<file path="config.mk">
export PLATFORM = sky130hd
export DESIGN_NAME = csr_ctr_unit
export DESIGN_NICKNAME = d
export VERILOG_FILES = /design/src/rtl/csr_ctr_pkg.sv /design/src/rtl/csr_ctr_decode.sv /design/src/rtl/csr_ctr_gate.sv /design/src/rtl/csr_ctr_store.sv /design/src/rtl/csr_ctr_unit.sv
export SDC_FILE = /design/constraint.sdc
export NUM_CORES = 1
export LEC_CHECK = 0
export ABC_CLOCK_PERIOD_IN_PS = 2500
export CAP_MARGIN = 20
export CELL_PAD_IN_SITES_DETAIL_PLACEMENT = 1
export CELL_PAD_IN_SITES_GLOBAL_PLACEMENT = 2
export CORE_UTILIZATION = 28
export DETAILED_ROUTE_END_ITERATION = 8
export GPL_ROUTABILITY_DRIVEN = 0
export PLACE_DENSITY_LB_ADDON = 0.1
export RECOVER_POWER = 50
export SETUP_SLACK_MARGIN = 0.2
export SLEW_MARGIN = 0
export SYNTH_ARGS = -nofsm -noshare
export SYNTH_HDL_FRONTEND = slang
export SYNTH_SLANG_ARGS = --single-unit
</file>
<file path="constraint.sdc">
create_clock -name clk -period 2.5 [get_ports clk]
set_input_delay 0.25 -clock clk [delete_from_list [all_inputs] [get_ports clk]]
set_output_delay 0.25 -clock clk [all_outputs]
set_load 0.03 [all_outputs]
</file>
<file path="src/rtl/csr_ctr_pkg.sv">
package csr_ctr_pkg;

    localparam int ADDR_W = 12;

    localparam logic [1:0] PRIV_U = 2'd0;
    localparam logic [1:0] PRIV_S = 2'd1;
    localparam logic [1:0] PRIV_M = 2'd3;

    localparam logic [ADDR_W-1:0] ADDR_MEN = 12'h306;
    localparam logic [ADDR_W-1:0] ADDR_SEN = 12'h106;

    // upper seven address bits of each 32-entry window
    localparam logic [6:0] WIN_USER_LO = 7'h60;   // 0xC00
    localparam logic [6:0] WIN_USER_HI = 7'h64;   // 0xC80
    localparam logic [6:0] WIN_MACH_LO = 7'h58;   // 0xB00
    localparam logic [6:0] WIN_MACH_HI = 7'h5C;   // 0xB80
    localparam logic [6:0] WIN_EVENT   = 7'h19;   // 0x320

    typedef enum logic [3:0] {
        CLS_NONE,
        CLS_UCNT,
        CLS_UCNT_HI,
        CLS_UHPM,
        CLS_UHPM_HI,
        CLS_MCNT,
        CLS_MCNT_HI,
        CLS_MHPM,
        CLS_MHPM_HI,
        CLS_EVENT,
        CLS_MEN,
        CLS_SEN
    } acc_class_e;

    typedef struct packed {
        acc_class_e cls;
        logic [4:0] slot;
    } csr_decode_t;

    typedef struct packed {
        logic rd_ok;
        logic wr_ok;
    } acc_rights_t;

    function automatic acc_class_e classify(input logic [ADDR_W-1:0] a);
        logic [4:0] s;
        logic       is_cnt;
        logic       is_hpm;
        s      = a[4:0];
        is_cnt = (s == 5'd0) || (s == 5'd2);
        is_hpm = (s >= 5'd3);
        if (a == ADDR_MEN)
            return CLS_MEN;
        if (a == ADDR_SEN)
            return CLS_SEN;
        case (a[ADDR_W-1:5])
            WIN_USER_LO: return is_cnt ? CLS_UCNT    : (is_hpm ? CLS_UHPM    : CLS_NONE);
            WIN_USER_HI: return is_cnt ? CLS_UCNT_HI : (is_hpm ? CLS_UHPM_HI : CLS_NONE);
            WIN_MACH_LO: return is_cnt ? CLS_MCNT    : (is_hpm ? CLS_MHPM    : CLS_NONE);
            WIN_MACH_HI: return is_cnt ? CLS_MCNT_HI : (is_hpm ? CLS_MHPM_HI : CLS_NONE);
            WIN_EVENT:   return is_hpm ? CLS_EVENT : CLS_NONE;
            default:     return CLS_NONE;
        endcase
    endfunction

endpackage

</file>
<file path="src/rtl/csr_ctr_decode.sv">
module csr_ctr_decode
    import csr_ctr_pkg::*;
(
    input  logic [ADDR_W-1:0] addr,
    output csr_decode_t       dec
);
    always_comb begin
        dec.cls  = classify(addr);
        dec.slot = addr[4:0];
    end
endmodule

</file>
<file path="src/rtl/csr_ctr_gate.sv">
module csr_ctr_gate
    import csr_ctr_pkg::*;
#(
    parameter int EN_W = 32,
    localparam int IDX_W = $clog2(EN_W)
) (
    input  logic [1:0]      priv,
    input  logic [EN_W-1:0] men,
    input  logic [EN_W-1:0] sen,
    input  logic [IDX_W-1:0] slot,
    output logic            permit
);
    logic [EN_W-1:0] eff;

    always_comb begin
        eff = '1;
        if (priv != PRIV_M)
            eff = eff & men;
        if (priv == PRIV_U)
            eff = eff & sen;
        permit = eff[slot];
    end
endmodule

</file>
<file path="src/rtl/csr_ctr_store.sv">
module csr_ctr_store #(
    parameter int CNT_W = 64,
    parameter int EN_W  = 32,
    localparam int HALF = CNT_W / 2
) (
    input  logic             clk,
    input  logic             rst,
    input  logic             wr_full,
    input  logic             wr_lo,
    input  logic             wr_hi,
    input  logic             wr_men,
    input  logic             wr_sen,
    input  logic [CNT_W-1:0] wdata,
    input  logic             retire,
    output logic [CNT_W-1:0] cnt,
    output logic [EN_W-1:0]  men,
    output logic [EN_W-1:0]  sen
);
    logic cnt_touch;
    assign cnt_touch = wr_full | wr_lo | wr_hi;

    always_ff @(posedge clk) begin
        if (rst) begin
            cnt <= '0;
        end else if (wr_full) begin
            cnt <= wdata;
        end else if (wr_lo) begin
            cnt[HALF-1:0] <= wdata[HALF-1:0];
        end else if (wr_hi) begin
            cnt[CNT_W-1:HALF] <= wdata[HALF-1:0];
        end else if (retire) begin
            cnt <= cnt + CNT_W'(1);
        end
    end

    always_ff @(posedge clk) begin
        if (rst) begin
            men <= '0;
            sen <= '0;
        end else begin
            if (wr_men) men <= wdata[EN_W-1:0];
            if (wr_sen) sen <= wdata[EN_W-1:0];
        end
    end

    AST_RESET_CLEARS: assert property (@(posedge clk) disable iff (rst)
        $past(rst) |-> (cnt == '0 && men == '0 && sen == '0));
    AST_RETIRE_STEP: assert property (@(posedge clk) disable iff (rst)
        (retire && !cnt_touch) |=> cnt == $past(cnt) + CNT_W'(1));
    AST_IDLE_HOLD: assert property (@(posedge clk) disable iff (rst)
        (!retire && !cnt_touch) |=> $stable(cnt));
    AST_WRITE_BEATS_RETIRE: assert property (@(posedge clk) disable iff (rst)
        wr_full |=> cnt == $past(wdata));
    AST_HIGH_WRITE_KEEPS_LOW: assert property (@(posedge clk) disable iff (rst)
        wr_hi |=> cnt[HALF-1:0] == $past(cnt[HALF-1:0]));
    AST_LOW_WRITE_KEEPS_HIGH: assert property (@(posedge clk) disable iff (rst)
        wr_lo |=> cnt[CNT_W-1:HALF] == $past(cnt[CNT_W-1:HALF]));
endmodule

</file>
<file path="src/rtl/csr_ctr_unit.sv">
module csr_ctr_unit
    import csr_ctr_pkg::*;
#(
    parameter int DATA_W = 64,
    parameter int EN_W   = 32,
    localparam int HALF  = DATA_W / 2,
    localparam int IDX_W = $clog2(EN_W)
) (
    input  logic              clk,
    input  logic              rst,
    input  logic [ADDR_W-1:0] csr_addr,
    input  logic              csr_rd,
    input  logic              csr_wr,
    input  logic [DATA_W-1:0] csr_wdata,
    input  logic              retire,
    input  logic [1:0]        priv,
    input  logic              xlen32,
    output logic [DATA_W-1:0] csr_rdata,
    output logic              csr_illegal
);
    csr_decode_t       dec;
    acc_rights_t       rights;
    logic              permit;
    logic [DATA_W-1:0] cnt;
    logic [EN_W-1:0]   men;
    logic [EN_W-1:0]   sen;
    logic [DATA_W-1:0] low_view;
    logic [DATA_W-1:0] high_view;
    logic [DATA_W-1:0] value;
    logic              wr_go;
    logic              wr_full;
    logic              wr_lo;
    logic              wr_hi;
    logic              wr_men;
    logic              wr_sen;

    csr_ctr_decode u_decode (
        .addr (csr_addr),
        .dec  (dec)
    );

    csr_ctr_gate #(.EN_W(EN_W)) u_gate (
        .priv   (priv),
        .men    (men),
        .sen    (sen),
        .slot   (dec.slot[IDX_W-1:0]),
        .permit (permit)
    );

    assign low_view  = xlen32 ? {{HALF{1'b0}}, cnt[HALF-1:0]} : cnt;
    assign high_view = {{HALF{1'b0}}, cnt[DATA_W-1:HALF]};

    always_comb begin
        rights = '0;
        value  = '0;
        unique case (dec.cls)
            CLS_UCNT:    begin rights.rd_ok = permit;          value = low_view;  end
            CLS_UCNT_HI: begin rights.rd_ok = permit & xlen32; value = high_view; end
            CLS_UHPM:    begin rights.rd_ok = permit;                            end
            CLS_UHPM_HI: begin rights.rd_ok = permit & xlen32;                   end
            CLS_MCNT:    begin rights = '{1'b1, 1'b1};         value = low_view;  end
            CLS_MCNT_HI: begin rights = '{xlen32, xlen32};     value = high_view; end
            CLS_MHPM:    begin rights = '{1'b1, 1'b1};                           end
            CLS_MHPM_HI: begin rights = '{xlen32, xlen32};                       end
            CLS_EVENT:   begin rights = '{1'b1, 1'b1};                           end
            CLS_MEN:     begin rights = '{1'b1, 1'b1}; value = {{(DATA_W-EN_W){1'b0}}, men}; end
            CLS_SEN:     begin rights = '{1'b1, 1'b1}; value = {{(DATA_W-EN_W){1'b0}}, sen}; end
            default:     begin rights = '0;                                      end
        endcase
    end

    assign wr_go   = csr_wr & rights.wr_ok;
    assign wr_full = wr_go & (dec.cls == CLS_MCNT) & ~xlen32;
    assign wr_lo   = wr_go & (dec.cls == CLS_MCNT) & xlen32;
    assign wr_hi   = wr_go & (dec.cls == CLS_MCNT_HI);
    assign wr_men  = wr_go & (dec.cls == CLS_MEN);
    assign wr_sen  = wr_go & (dec.cls == CLS_SEN);

    assign csr_illegal = (csr_rd & ~rights.rd_ok) | (csr_wr & ~rights.wr_ok);
    assign csr_rdata   = (csr_rd & rights.rd_ok) ? value : '0;

    csr_ctr_store #(.CNT_W(DATA_W), .EN_W(EN_W)) u_store (
        .clk     (clk),
        .rst     (rst),
        .wr_full (wr_full),
        .wr_lo   (wr_lo),
        .wr_hi   (wr_hi),
        .wr_men  (wr_men),
        .wr_sen  (wr_sen),
        .wdata   (csr_wdata),
        .retire  (retire),
        .cnt     (cnt),
        .men     (men),
        .sen     (sen)
    );

    AST_MACHINE_READ_OPEN: assert property (@(posedge clk) disable iff (rst)
        (csr_rd && !csr_wr && dec.cls == CLS_MCNT) |-> !csr_illegal);
    AST_HALF_NEEDS_32: assert property (@(posedge clk) disable iff (rst)
        (csr_rd && !xlen32 && (dec.cls == CLS_MCNT_HI || dec.cls == CLS_UCNT_HI)) |-> csr_illegal);
    AST_DENIED_NO_DATA: assert property (@(posedge clk) disable iff (rst)
        (csr_rd && csr_illegal && !csr_wr) |-> csr_rdata == '0);
    AST_HPM_READS_ZERO: assert property (@(posedge clk) disable iff (rst)
        (csr_rd && (dec.cls == CLS_UHPM || dec.cls == CLS_MHPM || dec.cls == CLS_EVENT)) |-> csr_rdata == '0);
    AST_USER_READ_ONLY: assert property (@(posedge clk) disable iff (rst)
        (csr_wr && (dec.cls == CLS_UCNT || dec.cls == CLS_UHPM)) |-> csr_illegal);
endmodule

</file>
Yosys cells after proc, flatten, opt, wreduce, memory -nomap -nowiden

Cells that the tools add are included.

Register bits: 128
Latch bits: 0
Bits in writable memories: 0
Memory bits (read-only): 0
Input bits: 84
Output and inout port bits: 65
Logic and storage cells: 90
Memories kept: 0

Add/sub/neg operators: 1
$mul: 0
Divide/modulo/power cells: 0
$lt $le $gt $ge: 2
Equal/unequal tests: 22
Shift operators: 0
Multiplexer cells: 32
Bitwise operators: 16
Reduce and logical (&&, ||, !) cells: 13

Operator list:

| cell                  | count |
|---|---|
| $mux 64               | 4 |
| $pmux 64 s4           | 1 |
| $mux 32               | 6 |
| $add 64x1->64 const B | 1 |
| $mux 4                | 10 |
| $and 32x32->32        | 1 |
| $eq 7x7->1 const B    | 4 |
| $pmux 4 s5            | 1 |
| $eq 4x3->1 const B    | 4 |
| $eq 4x4->1 const B    | 4 |
| $eq 12x10->1 const B  | 1 |
| $eq 12x9->1 const B   | 1 |
| $and 1x1->1           | 11 |
| $reduce_or 2->1       | 5 |
| $eq 4x2->1 const B    | 2 |
| $eq 7x5->1 const B    | 1 |
| $lt 5x6->1 const B    | 1 |
| $mux 3                | 2 |
| $reduce_bool 3->1     | 2 |
| $bmux 1 s5            | 1 |
| $eq 5x2->1 const B    | 1 |
| $ge 5x2->1 const B    | 1 |
| $logic_not 5->1       | 1 |
| $reduce_or 5->1       | 1 |
| 13 further kinds      | 19 |

Depth between registers and ports, before layout

Gate-level depths: netlist of the first run.

Depth in word-level cells: 14
Gate-level depth with buffers: 11
Gate-level depth less buffers: 8

Cells and area by module

From an unflattened synthesis of the first run, not the netlist that was laid out.

Cells, all modules: 1192
Area total of the unflattened synthesis: 9491.6 um^2

Modules (own cells, without submodules):

| module         | instances | cells each | area an instance (um^2) | seq. area each (um^2) |
|---|---|---|---|---|
| csr_ctr_store  | 1         | 710        | 6243.5                  | 2562.5 |
| csr_ctr_unit   | 1         | 325        | 2252.2                  | 0.0 |
| csr_ctr_gate   | 1         | 126        | 759.5                   | 0.0 |
| csr_ctr_decode | 1         | 31         | 236.5                   | 0.0 |

Worst setup path after synthesis of the first run

No wires, ideal clock.

Path type: input to output
Start: input port csr_addr[0]
End: output port csr_rdata[26]
Data arrival time: 2.926 ns
Required time: 2.250 ns
Setup slack: -0.676 ns
Stages: 8
Path buffers: 2
Cell sequence: clkbuf_1 a2111oi_2 a2bb2oi_1 nor2_1 nor4_2 clkbuf_1 a222oi_1 nor3_1

Longest elaborated chain between the ends: 11
Elaborated cells on any way between the ends: 46
Those cells by class: order compare (1); eq/ne (14); mux (21); bitwise (2); reduce/logical (8)

RTL lines:

| item                                                                | line               | RTL |
|---|---|---|
| start: declaration                                                  | csr_ctr_unit.sv:11 | `input logic [ADDR_W-1:0] csr_addr,` |
| $ge 5x2->1, or another cell as far along                            | csr_ctr_pkg.sv:50  | `is_hpm = (s >= 5'd3);` |
| $mux 3, or another cell as far along                                | csr_ctr_pkg.sv:58  | `WIN_MACH_LO: return is_cnt ? CLS_MCNT : (is_hpm ? CLS_MHPM : CLS_NONE);` |
| $mux 4 (on tied branches)                                           | --                 |  |
| $pmux 4 s5                                                          | csr_ctr_pkg.sv:55  | `case (a[ADDR_W-1:5])` |
| $mux 4                                                              | csr_ctr_pkg.sv:55  |  |
| $mux 4                                                              | csr_ctr_pkg.sv:53  | `if (a == ADDR_SEN)` |
| $eq 4x3->1, or another cell as far along                            | csr_ctr_unit.sv:56 | `unique case (dec.cls)` |
| $reduce_or 5->1 (no source line) or $reduce_or 2->1 (tied branches) | --                 |  |
| $pmux 1 s4                                                          | csr_ctr_unit.sv:56 |  |
| $and 1x1->1                                                         | csr_ctr_unit.sv:80 | `assign csr_rdata = (csr_rd & rights.rd_ok) ? value : '0;` |
| $mux 64 (*)                                                         | csr_ctr_unit.sv:80 |  |
| end: declaration                                                    | csr_ctr_unit.sv:18 | `output logic [DATA_W-1:0] csr_rdata,` |

Mark *: on every way between the ends. The rest lies on a longest branch, timed or not. The select of a mux whose other input is x is not followed.

Final worst setup path of the first run

Start: input port priv[1]
End: output port csr_rdata[15]

Longest elaborated chain between the ends: 10
Elaborated cells on any way between the ends: 11
Those cells by class: eq/ne (1); mux (6); bitwise (3); reduce/logical (1)

RTL lines:

| item                             | line                                   | RTL |
|---|---|---|
| start: declaration               | csr_ctr_unit.sv:16                     | `input logic [1:0] priv,` |
| $ne 2x2->1                       | csr_ctr_gate.sv:17                     | `if (priv != PRIV_M)` |
| $mux 32                          | csr_ctr_gate.sv:17                     |  |
| $and 32x32->32                   | csr_ctr_gate.sv:20                     | `eff = eff & sen;` |
| $mux 32 (*)                      | csr_ctr_gate.sv:19                     | `if (priv == PRIV_U)` |
| $bmux 1 s5 (*)                   | csr_ctr_gate.sv:21                     | `permit = eff[slot];` |
| $mux 1 (implied by the code) (*) | csr_ctr_gate.sv:21                     |  |
| $and 1x1->1                      | csr_ctr_unit.sv:58, csr_ctr_unit.sv:60 |  |
| $pmux 1 s4 (*)                   | csr_ctr_unit.sv:56                     |  |
| $and 1x1->1 (*)                  | csr_ctr_unit.sv:80                     |  |
| $mux 64 (*)                      | csr_ctr_unit.sv:80                     |  |

Marked as above.

==> metrics.yaml, run 1 <==
finish:
  post-route-util: 0.505
  fillCellCount: 3585
  final-instance-count-excl-fill: 1998
  num_antenna_cells: 0
  area_growth_pct: 77.3
  layout-drive-gt1-share: 0.459
  nets: 1669
yosys:
  avgSynthCellArea_um2: 7.47
  synth.area.top_cells: "dfxtp_1 29%, nand2_1 7.7%, a21oi_1 6.1%"
  synth_edf_count: 0
  ys_seq_area_frac: 0.285
  syn-num-nets: 1287
  ys.flop_type: "dfxtp_1"
  synth_common_cells: "184 x nand2_1, 128 x dfxtp_1, 109 x a21oi_1, 94 x clkbuf_1, 94 x nor3_1"
  synth-seq-cells: 128
  synth_top_cell_by_area: "dfxtp_1"
  synth_cell_types: 83
  async_flop_share: 0
  synth_top_area_frac: 0.285
  yosysWarnings: 0
  syn_area_um2: 8980
  synth_most_common_cell: "nand2_1"
  syn_inst: 1202
critical_path:
  reg2reg_depth: 7
  crit_chain: "buf_4 > and2_4 > buf_12 > buf_16 > o221ai_2 > o21ai_1 > mux4_2 > o22a_4 > a31oi_4 > buf_6 > buf_6 > buf_16 > buf_12 > nor3_4 > buf_12"
  worstSetupEndpointType: "primary output"
  crit_top_cell: "buf_12"
  rrSetupSlack_ns: 0.01
  cp_num_buf_inv: 8
  cp.required_ns: 2.25
  start_kind: "input port"
  worst-setup-path-type: "input port to primary output"
  critPathSlowestCell: "mux4_2"
  arrival_ns: 2.71
  crit_family: "buffers and inverters"
  reg2reg_to: "u_store.cnt[63]"
  r2r_start: "u_store.cnt[17]"
  path_max_fanout: 8
  max_stage_delay_ns: 0.49
global_route:
  gr-total-overflow: 0
  grt_max_degree: 114
  antenna_found_initial: 1
  grt_pass1_vias: 11700
  grt.total_usage: 0.307
  grt_pass1_wl_um: 75900
clock_network:
  clockBufferDepth: 2
  cts_made_buffers: 17
  cts_tree: "yes"
  clk_latency_ns: 0.43
  cts_root_buffer: "clkbuf_16"
  cts_max_level: 4
  clk_pin_slew_ns: 0.07
  cts.sinks: 128
flow_run:
  drv_cap: 0
timing:
  finClkSkew_ns: 0.0147
  timing.final.hold_violations: 0
  finalSetupViolations: 83
  min_period_over_period: 1.18
  maxSlewViolCount: 0
  fmax_mhz: 338
  hold_ws_ns: 0.350
  period_needed_ns: 2.96
  max-slew-margin-rel: 0.434
  tightest_slew_ns: 0.849
  rsz0062_at_grt: "true"
  fin_ws_ns: -0.462
floorplanning:
  initial_core_util: 0.285
  rows: 65
  die_x_um: 181
  ioPinCount: 149
  fp.coreArea_um2: 31600
  die_height_um: 181
  dieArea_um2: 32800
pwr:
  vdd_drop_max_v: 0.000462
  total_power_uw: 5880
  leakagePower_uw: 0.00584
  power_density_nw_per_um2: 369
routing:
  avgViaCountPerCell: 5.83
  drc: 0
  wl_per_cell_um: 25.7
  ant_nets: 0
  drt_pre_antenna_iters: 6
  wl_um: 51300
  vias: 11700
  dr.first_iter.drc_count: 1037
run_status:
  violations: "negative setup slack"
  status: "finished with violations"
hold_path:
  hp-class: "input port to register"
  min_to: "u_store.cnt[61]"
  hold_path.startpoint: "rst"
  hold_depth: 3
placed_design:
  dp_hpwl_um: 35700
  dp.cells: 1888
  port_buffers: 148
area by class of cell:
cell class	instances	area (um^2)	share of cell area
Tap cell	402	503	0.0316
Timing Repair Buffer	482	4830	0.303
Multi-Input combinational cell	943	7300	0.458
Clock inverter	14	205	0.0129
Sequential cell	128	2610	0.164
Inverter	12	47.5	0.00299
Clock buffer	17	425	0.0267
power by group:
part	internal [uW]	leakage, uW	switching, uW
sequential	2060	0.00105	25.1
clock	1690	0.000311	1100
combinational	461	0.00448	545
worst max-delay path by stage:
stage	endpoint	cells past startpoint	slack [ns]	start
4_1_cts	csr_rdata[44]	9	-0.46	u_store.sen[27]
6_report	csr_rdata[15]	15	-0.46	priv[1]
2_1_floorplan	csr_rdata[10]	10	-0.21	priv[0]
3_5_place_dp	u_store.cnt[37]	13	-0.76	csr_addr[3]
5_1_grt	csr_rdata[13]	15	-0.55	csr_addr[1]
3_3_place_gp	u_store.cnt[42]	13	-0.73	csr_addr[3]
layer usage:
metal  share of wire  GRT usage  vias to the layer above
li1                -          -                     5283
met1            0.45      0.430                     5906
met2            0.47      0.499                      405
met3           0.055     0.0351                       59
met4           0.019     0.0773                        0
met5               0          0                        -
cells by family (layout without fill, tap and decap cells):
logic type	after synthesis	after routing	synth area share
adder cells (fa/ha/maj)	1	1	0.00139
buffers and inverters	132	525	0.0595
AO/OA/AOI/OAI	346	346	0.267
flip-flops	128	128	0.285
XOR/XNOR	42	42	0.0410
multiplexers	40	40	0.0557
AND/OR/NAND/NOR	513	514	0.290
worst reg2reg max path: stages (launching register included):
cell and delay, ns:
dfxtp_2 0.35, nand4_4 0.11, or3_4 0.38, or4_4 0.54, or4_4 0.50, xor2_1 0.15, a21o_1 0.19, a311oi_2 0.19
stage by stage:
stage / instance area (um^2) / setup TNS, ns / worst slack, ns
finish: 15900 / -29.00 / -0.462
floorplan: 9730 / -11.43 / -0.215
CTS: 15400 / -27.71 / -0.462
global route: 15900 / -33.94 / -0.548
global placement: 13400 / -78.70 / -0.726
detailed placement: 13400 / -82.84 / -0.760
state kept, by name (all words and copies together), names as in the netlist:
| register | cells |
|---|---|
| u_store.sen | 32 |
| u_store.men | 32 |
| u_store.cnt | 64 |
repair_timing:
item | in CTS | in global routing
gates cloned | 11 | 1
buffers inserted | 48 | 19
setup endpoints to repair | 129 | 119
hold endpoints to repair | 0 | 0
pin swaps | 113 | 72
gates resized for setup | 223 | 116
hold buffers | 0 | 0
cells in the final DEF, fill, tap and decap left out, types with 7 or more instances in the layout:
| cell type | count |
|---|---|
| dfxtp_2 | 31 |
| a22oi_1 | 7 |
| inv_1 | 10 |
| o221ai_2 | 9 |
| a21oi_1 | 96 |
| buf_12 | 41 |
| and3_1 | 13 |
| buf_16 | 11 |
| mux2_2 | 29 |
| buf_4 | 273 |
| buf_8 | 7 |
| a21oi_2 | 11 |
| a222oi_1 | 29 |
| o21ai_1 | 21 |
| dfxtp_1 | 94 |
| nor3_1 | 19 |
| nand2_1 | 177 |
| and4_1 | 8 |
| nor2_1 | 51 |
| nand3b_1 | 36 |
| a211oi_2 | 7 |
| o21ai_0 | 19 |
| clkbuf_16 | 18 |
| nand3_1 | 31 |
| xnor2_1 | 23 |
| clkdlybuf4s50_1 | 68 |
| o211ai_1 | 17 |
| a211oi_1 | 12 |
| xor2_1 | 17 |
| o22ai_1 | 17 |
| buf_6 | 69 |
| nor3_2 | 50 |
| or3_1 | 7 |
| nor3_4 | 25 |
| nand4_1 | 21 |
Power figures use the tool's default switching activity.
==> inputs of run 2 (changes only) <==
--- a/config.mk
+++ b/config.mk
@@ -15,7 +15,7 @@
 export PLACE_DENSITY_LB_ADDON = 0.1
 export RECOVER_POWER = 50
 export SETUP_SLACK_MARGIN = 0.2
-export SLEW_MARGIN = 0
+export SLEW_MARGIN = 20
 export SYNTH_ARGS = -nofsm -noshare
 export SYNTH_HDL_FRONTEND = slang
 export SYNTH_SLANG_ARGS = --single-unit
==> results of run 2 <==
Final layout, timing and power as in run 1 (identical DEF).
